### config.mk
export PLATFORM = sky130hd
export DESIGN_NAME = tx_desc_walker
export DESIGN_NICKNAME = d
export VERILOG_FILES = /design/src/rtl/tdf_pkg.sv /design/src/rtl/tdf_addr_gen.sv /design/src/rtl/tdf_mem_port.sv /design/src/rtl/tx_desc_walker.sv
export SDC_FILE = /design/constraint.sdc
export NUM_CORES = 1
export LEC_CHECK = 0
export BUFFER_PORTS_ARGS = -buffer_cell sky130_fd_sc_hd__buf_2
export CAP_MARGIN = 20
export CORE_MARGIN = 3
export CORE_UTILIZATION = 54
export DETAILED_ROUTE_END_ITERATION = 16
export PLACE_DENSITY = 0.83
export SYNTH_ARGS = -nofsm -noshare
export SYNTH_HDL_FRONTEND = slang
export SYNTH_SLANG_ARGS = --single-unit
### constraint.sdc
create_clock -name clk -period 3.1 [get_ports clk]
set_input_delay 0.155 -clock clk [delete_from_list [all_inputs] [get_ports clk]]
set_output_delay 0.155 -clock clk [all_outputs]
set_load 0.1 [all_outputs]
### src/rtl/tdf_pkg.sv
package tdf_pkg;
  typedef enum logic [2:0] {
    ST_IDLE,
    ST_BURST,
    ST_FRAG_RD,
    ST_FRAG_OUT,
    ST_WAIT_TX,
    ST_WR_STAT,
    ST_RD_LINK
  } tdf_state_e;

  localparam int unsigned BURST_FIRST = 1;
  localparam int unsigned BURST_LAST  = 6;
  localparam int unsigned LINK_NOFRAG = 4;
  localparam int unsigned FRAG2_FIRST = 7;
endpackage

### src/rtl/tdf_addr_gen.sv
module tdf_addr_gen #(
  parameter int SEG_W = 16,
  parameter int OFF_W = 16
) (
  input  logic [SEG_W-1:0]       seg,
  input  logic [OFF_W-1:0]       base,
  input  logic [OFF_W-1:0]       word_idx,
  output logic [SEG_W+OFF_W-1:0] addr
);
  logic [OFF_W-1:0] low;

  always_comb begin
    low  = base + (word_idx << 1);
    addr = {seg, low};
  end
endmodule

### src/rtl/tdf_mem_port.sv
module tdf_mem_port #(
  parameter int AW = 32,
  parameter int DW = 16
) (
  input  logic          clk,
  input  logic          rst,
  input  logic          issue,
  input  logic          issue_we,
  input  logic [AW-1:0] issue_addr,
  input  logic [DW-1:0] issue_wdata,
  input  logic          mem_ack,
  output logic          mem_req,
  output logic          mem_we,
  output logic [AW-1:0] mem_addr,
  output logic [DW-1:0] mem_wdata,
  output logic          xfer_done
);
  assign xfer_done = mem_req & mem_ack;

  always_ff @(posedge clk) begin
    if (rst) begin
      mem_req   <= 1'b0;
      mem_we    <= 1'b0;
      mem_addr  <= '0;
      mem_wdata <= '0;
    end else if (xfer_done) begin
      mem_req <= 1'b0;
    end else if (issue && !mem_req) begin
      mem_req   <= 1'b1;
      mem_we    <= issue_we;
      mem_addr  <= issue_addr;
      mem_wdata <= issue_wdata;
    end
  end
endmodule

### src/rtl/tx_desc_walker.sv
module tx_desc_walker
  import tdf_pkg::*;
#(
  parameter int SEG_W = 16,
  parameter int OFF_W = 16,
  parameter int DW    = 16,
  parameter logic [DW-1:0] ERR_STATUS = 16'h8001
) (
  input  logic                   clk,
  input  logic                   rst,
  input  logic                   start,
  input  logic [SEG_W-1:0]       upper_seg,
  input  logic [OFF_W-1:0]       desc_off,
  output logic                   mem_req,
  output logic                   mem_we,
  output logic [SEG_W+OFF_W-1:0] mem_addr,
  output logic [DW-1:0]          mem_wdata,
  input  logic                   mem_ack,
  input  logic [DW-1:0]          mem_rdata,
  output logic                   hdr_valid,
  output logic [DW-1:0]          hdr_cfg,
  output logic [DW-1:0]          hdr_size,
  output logic [DW-1:0]          hdr_frags,
  output logic                   frag_valid,
  input  logic                   frag_ready,
  output logic [2*DW-1:0]        frag_ptr,
  output logic [DW-1:0]          frag_size,
  output logic                   frag_last,
  input  logic                   tx_done,
  input  logic [DW-1:0]          tx_status,
  output logic                   busy,
  output logic                   list_done,
  output logic [OFF_W-1:0]       cur_off
);
  localparam int AW = SEG_W + OFF_W;
  localparam logic [OFF_W-1:0] IDX_FIRST  = OFF_W'(BURST_FIRST);
  localparam logic [OFF_W-1:0] IDX_LAST   = OFF_W'(BURST_LAST);
  localparam logic [OFF_W-1:0] IDX_NOFRAG = OFF_W'(LINK_NOFRAG);
  localparam logic [OFF_W-1:0] IDX_FRAG2  = OFF_W'(FRAG2_FIRST);
  localparam logic [OFF_W-1:0] ALIGN_MASK = ~OFF_W'(1);

  tdf_state_e       state;
  logic [SEG_W-1:0] seg_q;
  logic [OFF_W-1:0] base_q, idx_q;
  logic [1:0]       sub_q;
  logic [DW-1:0]    cfg_q, size_q, cnt_q, plo_q, phi_q, fsz_q, rem_q, stat_q;
  logic             hdr_q, done_q;

  logic             acc_active, acc_we, issue, xfer_done;
  logic [OFF_W-1:0] acc_idx;
  logic [AW-1:0]    acc_addr;

  always_comb begin
    acc_active = (state == ST_BURST) || (state == ST_FRAG_RD) ||
                 (state == ST_WR_STAT) || (state == ST_RD_LINK);
    acc_we     = (state == ST_WR_STAT);
    acc_idx    = acc_we ? '0 : idx_q;
    issue      = acc_active && !mem_req;
  end

  tdf_addr_gen #(.SEG_W(SEG_W), .OFF_W(OFF_W)) u_addr (
    .seg      (seg_q),
    .base     (base_q),
    .word_idx (acc_idx),
    .addr     (acc_addr)
  );

  tdf_mem_port #(.AW(AW), .DW(DW)) u_port (
    .clk         (clk),
    .rst         (rst),
    .issue       (issue),
    .issue_we    (acc_we),
    .issue_addr  (acc_addr),
    .issue_wdata (stat_q),
    .mem_ack     (mem_ack),
    .mem_req     (mem_req),
    .mem_we      (mem_we),
    .mem_addr    (mem_addr),
    .mem_wdata   (mem_wdata),
    .xfer_done   (xfer_done)
  );

  always_ff @(posedge clk) begin
    if (rst) begin
      state  <= ST_IDLE;
      seg_q  <= '0;
      base_q <= '0;
      idx_q  <= '0;
      sub_q  <= '0;
      cfg_q  <= '0;
      size_q <= '0;
      cnt_q  <= '0;
      plo_q  <= '0;
      phi_q  <= '0;
      fsz_q  <= '0;
      rem_q  <= '0;
      stat_q <= '0;
      hdr_q  <= 1'b0;
      done_q <= 1'b0;
    end else begin
      hdr_q  <= 1'b0;
      done_q <= 1'b0;
      unique case (state)
        ST_IDLE: begin
          if (start) begin
            seg_q  <= upper_seg;
            base_q <= desc_off & ALIGN_MASK;
            idx_q  <= IDX_FIRST;
            state  <= ST_BURST;
          end
        end
        ST_BURST: begin
          if (xfer_done) begin
            unique case (idx_q[2:0])
              3'd1:    cfg_q  <= mem_rdata;
              3'd2:    size_q <= mem_rdata;
              3'd3:    cnt_q  <= mem_rdata;
              3'd4:    plo_q  <= mem_rdata;
              3'd5:    phi_q  <= mem_rdata;
              default: fsz_q  <= mem_rdata;
            endcase
            if (idx_q == IDX_LAST) begin
              if (cnt_q == '0) begin
                stat_q <= ERR_STATUS;
                idx_q  <= IDX_NOFRAG;
                state  <= ST_WR_STAT;
              end else begin
                hdr_q  <= 1'b1;
                rem_q  <= cnt_q;
                idx_q  <= IDX_FRAG2;
                state  <= ST_FRAG_OUT;
              end
            end else begin
              idx_q <= idx_q + 1'b1;
            end
          end
        end
        ST_FRAG_RD: begin
          if (xfer_done) begin
            unique case (sub_q)
              2'd0:    plo_q <= mem_rdata;
              2'd1:    phi_q <= mem_rdata;
              default: fsz_q <= mem_rdata;
            endcase
            idx_q <= idx_q + 1'b1;
            if (sub_q == 2'd2) state <= ST_FRAG_OUT;
            else               sub_q <= sub_q + 1'b1;
          end
        end
        ST_FRAG_OUT: begin
          if (frag_ready) begin
            rem_q <= rem_q - 1'b1;
            if (rem_q == DW'(1)) begin
              state <= ST_WAIT_TX;
            end else begin
              sub_q <= '0;
              state <= ST_FRAG_RD;
            end
          end
        end
        ST_WAIT_TX: begin
          if (tx_done) begin
            stat_q <= tx_status;
            state  <= ST_WR_STAT;
          end
        end
        ST_WR_STAT: begin
          if (xfer_done) state <= ST_RD_LINK;
        end
        default: begin
          if (xfer_done) begin
            if (mem_rdata[0]) begin
              done_q <= 1'b1;
              state  <= ST_IDLE;
            end else begin
              base_q <= OFF_W'(mem_rdata);
              idx_q  <= IDX_FIRST;
              state  <= ST_BURST;
            end
          end
        end
      endcase
    end
  end

  assign busy       = (state != ST_IDLE);
  assign list_done  = done_q;
  assign cur_off    = base_q;
  assign hdr_valid  = hdr_q;
  assign hdr_cfg    = cfg_q;
  assign hdr_size   = size_q;
  assign hdr_frags  = cnt_q;
  assign frag_valid = (state == ST_FRAG_OUT);
  assign frag_ptr   = {phi_q, plo_q};
  assign frag_size  = fsz_q;
  assign frag_last  = (rem_q == DW'(1));
endmodule

# After elaboration in Yosys (flattened, before gate mapping)
# Index checks and enable logic that the tools add are counted.
[totals]
regBits = 233
out_inout_bits = 167
word_cells = 159
[classes]
addsub = 4
eq_ne = 35
muxes = 58
n_bitwise = 6
n_reduce_logical = 37
[ops]
columns = ["operator", "count"]
rows = [
  ["2-to-1 mux 16 bit", 29],
  ["case mux 16 bit (2 select lines)", 6],
  ["case mux 16 bit (4 select lines)", 1],
  ["2-to-1 mux 3 bit", 11],
  ["AND reduction 5 bit", 6],
  ["!= test 2 x 1 -> 1 bit, second input constant", 11],
  ["case mux 3 bit (6 select lines)", 1],
  ["adder 16 x 1 -> 16 bit, second input constant", 1],
  ["adder 16 bit", 1],
  ["equality test 16 x 1 -> 1 bit, second input constant", 1],
  ["equality test 16 x 3 -> 1 bit, second input constant", 1],
  ["zero test 16 bit", 1],
  ["!= test 2 bit, second input constant", 8],
  ["subtractor 16 x 1 -> 16 bit, second input constant", 1],
  ["equality test 3 bit, second input constant", 5],
  ["2-to-1 mux 15 bit", 1],
  ["equality test 3 x 2 -> 1 bit, second input constant", 4],
  ["2-to-1 mux 2 bit", 5],
  ["nonzero test 2 bit", 5],
  ["OR reduction 5 bit", 2],
  ["AND reduction 3 bit", 3],
  ["AND reduction 9 bit", 1],
  ["OR reduction 8 bit", 1],
  ["equality test 3 x 1 -> 1 bit, second input constant", 2],
  ["other kinds (21)", 32],
]

# Longest topological paths before layout
[depth]
depth_word = 7
mapped_depth = 12
mapped_depth_nobuf = 9

# Modules after synthesis
# From an unflattened synthesis, not the netlist that was laid out.
[hier_totals]
hier_cells = 1179
area_unflattened_um2 = 10747.8
[by_module_without_submodules]
columns = ["mod", "instances", "cells_each", "area_each_um2"]
rows = [
  ["tx_desc_walker", 1, 857, 7746.2],
  ["tdf_mem_port", 1, 227, 2260.9],
  ["tdf_addr_gen", 1, 95, 740.7],
]

# Least setup slack after synthesis
# OpenSTA, ideal clock, no wires.
[synth_path]
kind = "reg-to-reg"
start = "register rem_q[7]"
end = "register state[2]"
setup_time_ns = 0.096
arrival_time_ns = 3.745
required_ns = 3.004
slack_ns = -0.742
stages_incl_launch_ff = 6
path_buffers = 1
synth_period_minus_slack_ns = 3.842
cell_sequence = "dfxtp_1 > or4_4 > buf_6 > nor3_1 > a21oi_1 > o41ai_2"
[synth_between]
elab_chain_len = 4
[synth_lines]
columns = ["element", "line_no", "rtl"]
rows = [
  ["start: declaration", "tx_desc_walker.sv:46", "logic [DW-1:0] cfg_q, size_q, cnt_q, plo_q, phi_q, fsz_q, rem_q, stat_q;"],
  ["start signal: assignment", "tx_desc_walker.sv:129", "rem_q <= cnt_q;"],
  ["start signal: assignment", "tx_desc_walker.sv:152", "rem_q <= rem_q - 1'b1;"],
  ["equality test 16 x 1 -> 1 bit", "n/a", ""],
  ["net frag_last", "tx_desc_walker.sv:28", "output logic frag_last,"],
  ["2-to-1 mux 3 bit", "tx_desc_walker.sv:153", "if (rem_q == DW'(1)) begin"],
  ["2-to-1 mux 3 bit", "tx_desc_walker.sv:151", "if (frag_ready) begin"],
  ["case mux 3 bit (6 select lines)", "tx_desc_walker.sv:103", "unique case (state)"],
  ["end signal: assignment", "tx_desc_walker.sv:109", "state <= ST_BURST;"],
  ["end signal: assignment", "tx_desc_walker.sv:154", "state <= ST_WAIT_TX;"],
  ["end signal: assignment", "tx_desc_walker.sv:157", "state <= ST_FRAG_RD;"],
  ["end: declaration", "tx_desc_walker.sv:42", "tdf_state_e state;"],
]
# The timed path passes the listed nets, and every way through them passes these cells. The select of a mux whose other input is x is not followed.
# A chain may end at the register's enable or synchronous reset.

# Worst setup path after layout
[layout_path]
start = "register state[1]"
end = "register u_port.mem_addr[15]"
[layout_between]
elab_chain_len = 7
word_cells_on_any_way = 12
classes_between = "add/sub: 1; eq/ne: 4; mux: 1; reduce/logical: 6"
[layout_lines]
columns = ["element", "line_no", "rtl"]
rows = [
  ["start signal: assignment", "tx_desc_walker.sv:85", "state <= ST_IDLE;"],
  ["start signal: assignment", "tx_desc_walker.sv:109", ""],
  ["start signal: assignment", "tx_desc_walker.sv:126", "state <= ST_WR_STAT;"],
  ["branches (longest 7 deep; another with adder 16 bit)", "n/a", ""],
  ["end signal: assignment", "tdf_mem_port.sv:31", "mem_addr <= issue_addr;"],
  ["end: declaration", "tdf_mem_port.sv:14", "output logic [AW-1:0] mem_addr,"],
]
# Several ways; the timed one is not identified.

==> flow_summary.ini <==
[logic_synthesis]
ys_types = 73
synthFlopType = dfxtp_1
synth_area_um2 = 10480
netlist_instances = 1233
synth_seq_cells = 231
async_reset_ff_share_pct = 0
synth_edf_count = 0
syn_area_per_cell_um2 = 8.496
yosysSeqAreaShare_pct = 44.15
yosys_warnings = 0

[worst_setup_path]
reg2reg_to = u_port.mem_addr[15]
cp_max_fo = 3
crit_chain = nand3b_1 -> and2_1 -> ha_1 -> fa_1 -> a21o_1 -> a311oi_1 -> o211ai_1 -> and2_1 -> o311ai_0
r2r-start = state[1]
worstPathArrival_ps = 3090
cp-end-kind = register
worst_ep_required_time_ps = 3520
r2r_slack_ps = 430
cp-start-kind = register
slowest_stage = fa_1
setup.worst_path.class = register to register
cp_top_family = compound AO/OA/AOI/OAI gates
slowest_delay_ps = 420
path_buf_inv = 0
reg2regPathDepth = 9
crit_top_cell = and2_1

[timing]
finalHoldViolations = 0
hold_ws_ps = 28.61
fin_tns_setup_ps = 0
setup_viol = 0
rsz0062_at_grt = no
setup_slack_ps = 426.2
period_minus_slack_ps = 2674
tightest_slew_ps = 1102
slew_viol_final = 0
fin_worst_skew_ps = 8.767
min_period_over_period_pct = 86.25
timing.slew.headroom_pct = 26.51
fmax_mhz = 374.0

[clocking]
htree_levels = 1
insertion_delay_ps = 540
cts_made_buffers = 25
clkTransAtPathRegs_ps = 60
cts_tree = yes
clock_sinks = 231
root_buffer = clkbuf_16
post_cts_buffers = 0
cts_buffer_depth = 3

[power_and_ir_drop]
powerDensity_nw_per_um2 = 778.3
irDropWorstVdd_mv = 0.4774
power_mw = 10.36
p_leak_nw = 5.711

[global_routing]
grt_pass1_vias = 9952
grtUsageTotal_pct = 30.04
overflow = 0
grt_pass1_wl_um = 52880
antenna_found_initial = 2
grt_max_degree = 77

[place]
dp_slack_ps = 508.9
post-place-cells = 1657
hpwl_um = 21430
gp_congestion = 0.9171
io_buffers = 233
dpl_cell_area_um2 = 11800

[floorplanning]
core_um2 = 18890
start_util_pct = 55.44
fp.dieW_um = 145.3
dieArea_um2 = 21100
chipHeight_um = 145.3
rows = 50
ios = 237

[final_layout]
fin_cells = 1765
area_growth_pct = 27.13
design_area_um2 = 13320
layout.nets = 1581
layout-drive-gt1-share_pct = 21.88
final_util_pct = 70.48

[routing]
routed_wl_um = 34170
via_per_inst = 6.076
vias = 10730
first_iter_violations = 1062
final_antenna_net_count = 0
routedWlPerCell_um = 19.36
drc = 0
dr.pass1.iters = 7

[hold_path]
hold_depth = 3
hold_path.startpoint = mem_ack
hold_class = input port to register
worstHoldEndpoint = list_done

[outcome]
outcome = complete, no violations

[run]
cap_violations = 0
## synthesized netlist by cell type (11+ instances only)
master / instances / share of area, %
a21o_1: 12 / 0.86
clkbuf_1: 55 / 2.0
nand3_1: 72 / 3.4
nor3_1: 21 / 1.0
a211oi_1: 19 / 1.4
nand2_1: 177 / 6.3
o31ai_1: 24 / 1.7
nor2_1: 110 / 3.9
and3_1: 11 / 0.66
buf_2: 27 / 1.3
or4_1: 12 / 0.86
inv_1: 15 / 0.54
ha_1: 25 / 3.0
dfxtp_1: 231 / 44
o21ai_0: 11 / 0.53
nand4_1: 12 / 0.72
a21oi_1: 150 / 7.2
mux2i_1: 82 / 7.8
and2_1: 20 / 1.2
## cell families after synthesis
logic type | count (synthesis) | synth area share (%)
AND/OR/NAND/NOR | 488 | 22.26
other | 1 | 0.03580
adder cells (fa/ha/maj) | 26 | 3.177
buffers and inverters | 111 | 4.694
multiplexers | 82 | 7.836
XOR/XNOR | 5 | 0.4180
AO/OA/AOI/OAI | 289 | 17.43
flip-flops | 231 | 44.15
## worst max path at each step
stage,start,endpoint,slack (ps),cells past startpoint
after floorplan,rem_q[7],state[2],270,5
after global routing,state[1],u_port.mem_addr[15],300,9
after CTS,state[1],u_port.mem_addr[15],480,9
final,state[1],u_port.mem_addr[15],430,9
after global placement,state[1],u_port.mem_addr[15],540,9
after detailed placement,state[1],u_port.mem_addr[15],510,9
## power breakdown
part	internal, mW	switching, mW
combinational	0.847	2.83
clock	1.97	1.31
sequential	3.20	0.207
## tightest hold or removal path: stages
cell	delay, ps
buf_2	140
nand4_1	140
nor3b_1	70
## state kept, by name, indices dropped and copies added, names as in the netlist, 2 cells and up
register	count
hdr_cfg	16
cur_off	15
hdr_frags	16
rem_q	16
idx_q	16
stat_q	16
seg_q	16
plo_q	16
phi_q	16
state	3
sub_q	2
frag_size	16
u_port.mem_addr	31
hdr_size	16
u_port.mem_wdata	16
## metal layers
metal	wire [um]	vias to the layer above	part of all wire, %	global-route usage [%]
met5	13	-	0.038	0
met4	1668	2	4.9	13.20
met2	15730	651	46	47.77
met3	3660	150	11	7.683
met1	13090	5012	38	38.71
li1	-	4910	-	-
## cell type report
| class | instances | area [um2] |
|---|---|---|
| antenna | 1 | 2.502 |
| fill | 1370 | 5577 |
| tap | 260 | 325.3 |
| clock inverter | 16 | 242.7 |
| inverter | 15 | 56.30 |
| timing repair buffer | 320 | 1993 |
| multi-input combinational | 892 | 5408 |
| clock buffer | 30 | 664.4 |
| sequential | 231 | 4624 |
## cells in the final DEF, fill, tap and decap left out, types with 4 or more instances in the layout
cell and n:
dfxtp_1 231, buf_2 231, nand2_1 177, a21oi_1 149, nor2_1 110, mux2i_1 82
nand3_1 72, dlygate4sd3_1 61, buf_4 26, ha_1 25, clkbuf_16 25, o31ai_1 24
and2_1 20, nor3_1 19, a211oi_1 19, inv_1 15, nand4_1 12, or4_1 12
a21o_1 12, and3_1 11, o21ai_0 11, nor4_1 10, o311ai_0 10, o211ai_1 7
o21a_1 6, and4_1 5, or3_1 5, bufinv_16 5, o21ai_1 4, nand2b_1 4
a211o_1 4, xnor2_1 4
## what timing repair did
item / in CTS / in global routing
gates resized for setup: 0 / 0
endpoints found under the setup margin: 0 / 0
endpoints found under the hold margin: 75 / 0
hold buffers: 61 / 0
Note: power is estimated with default switching activity, not from simulation.
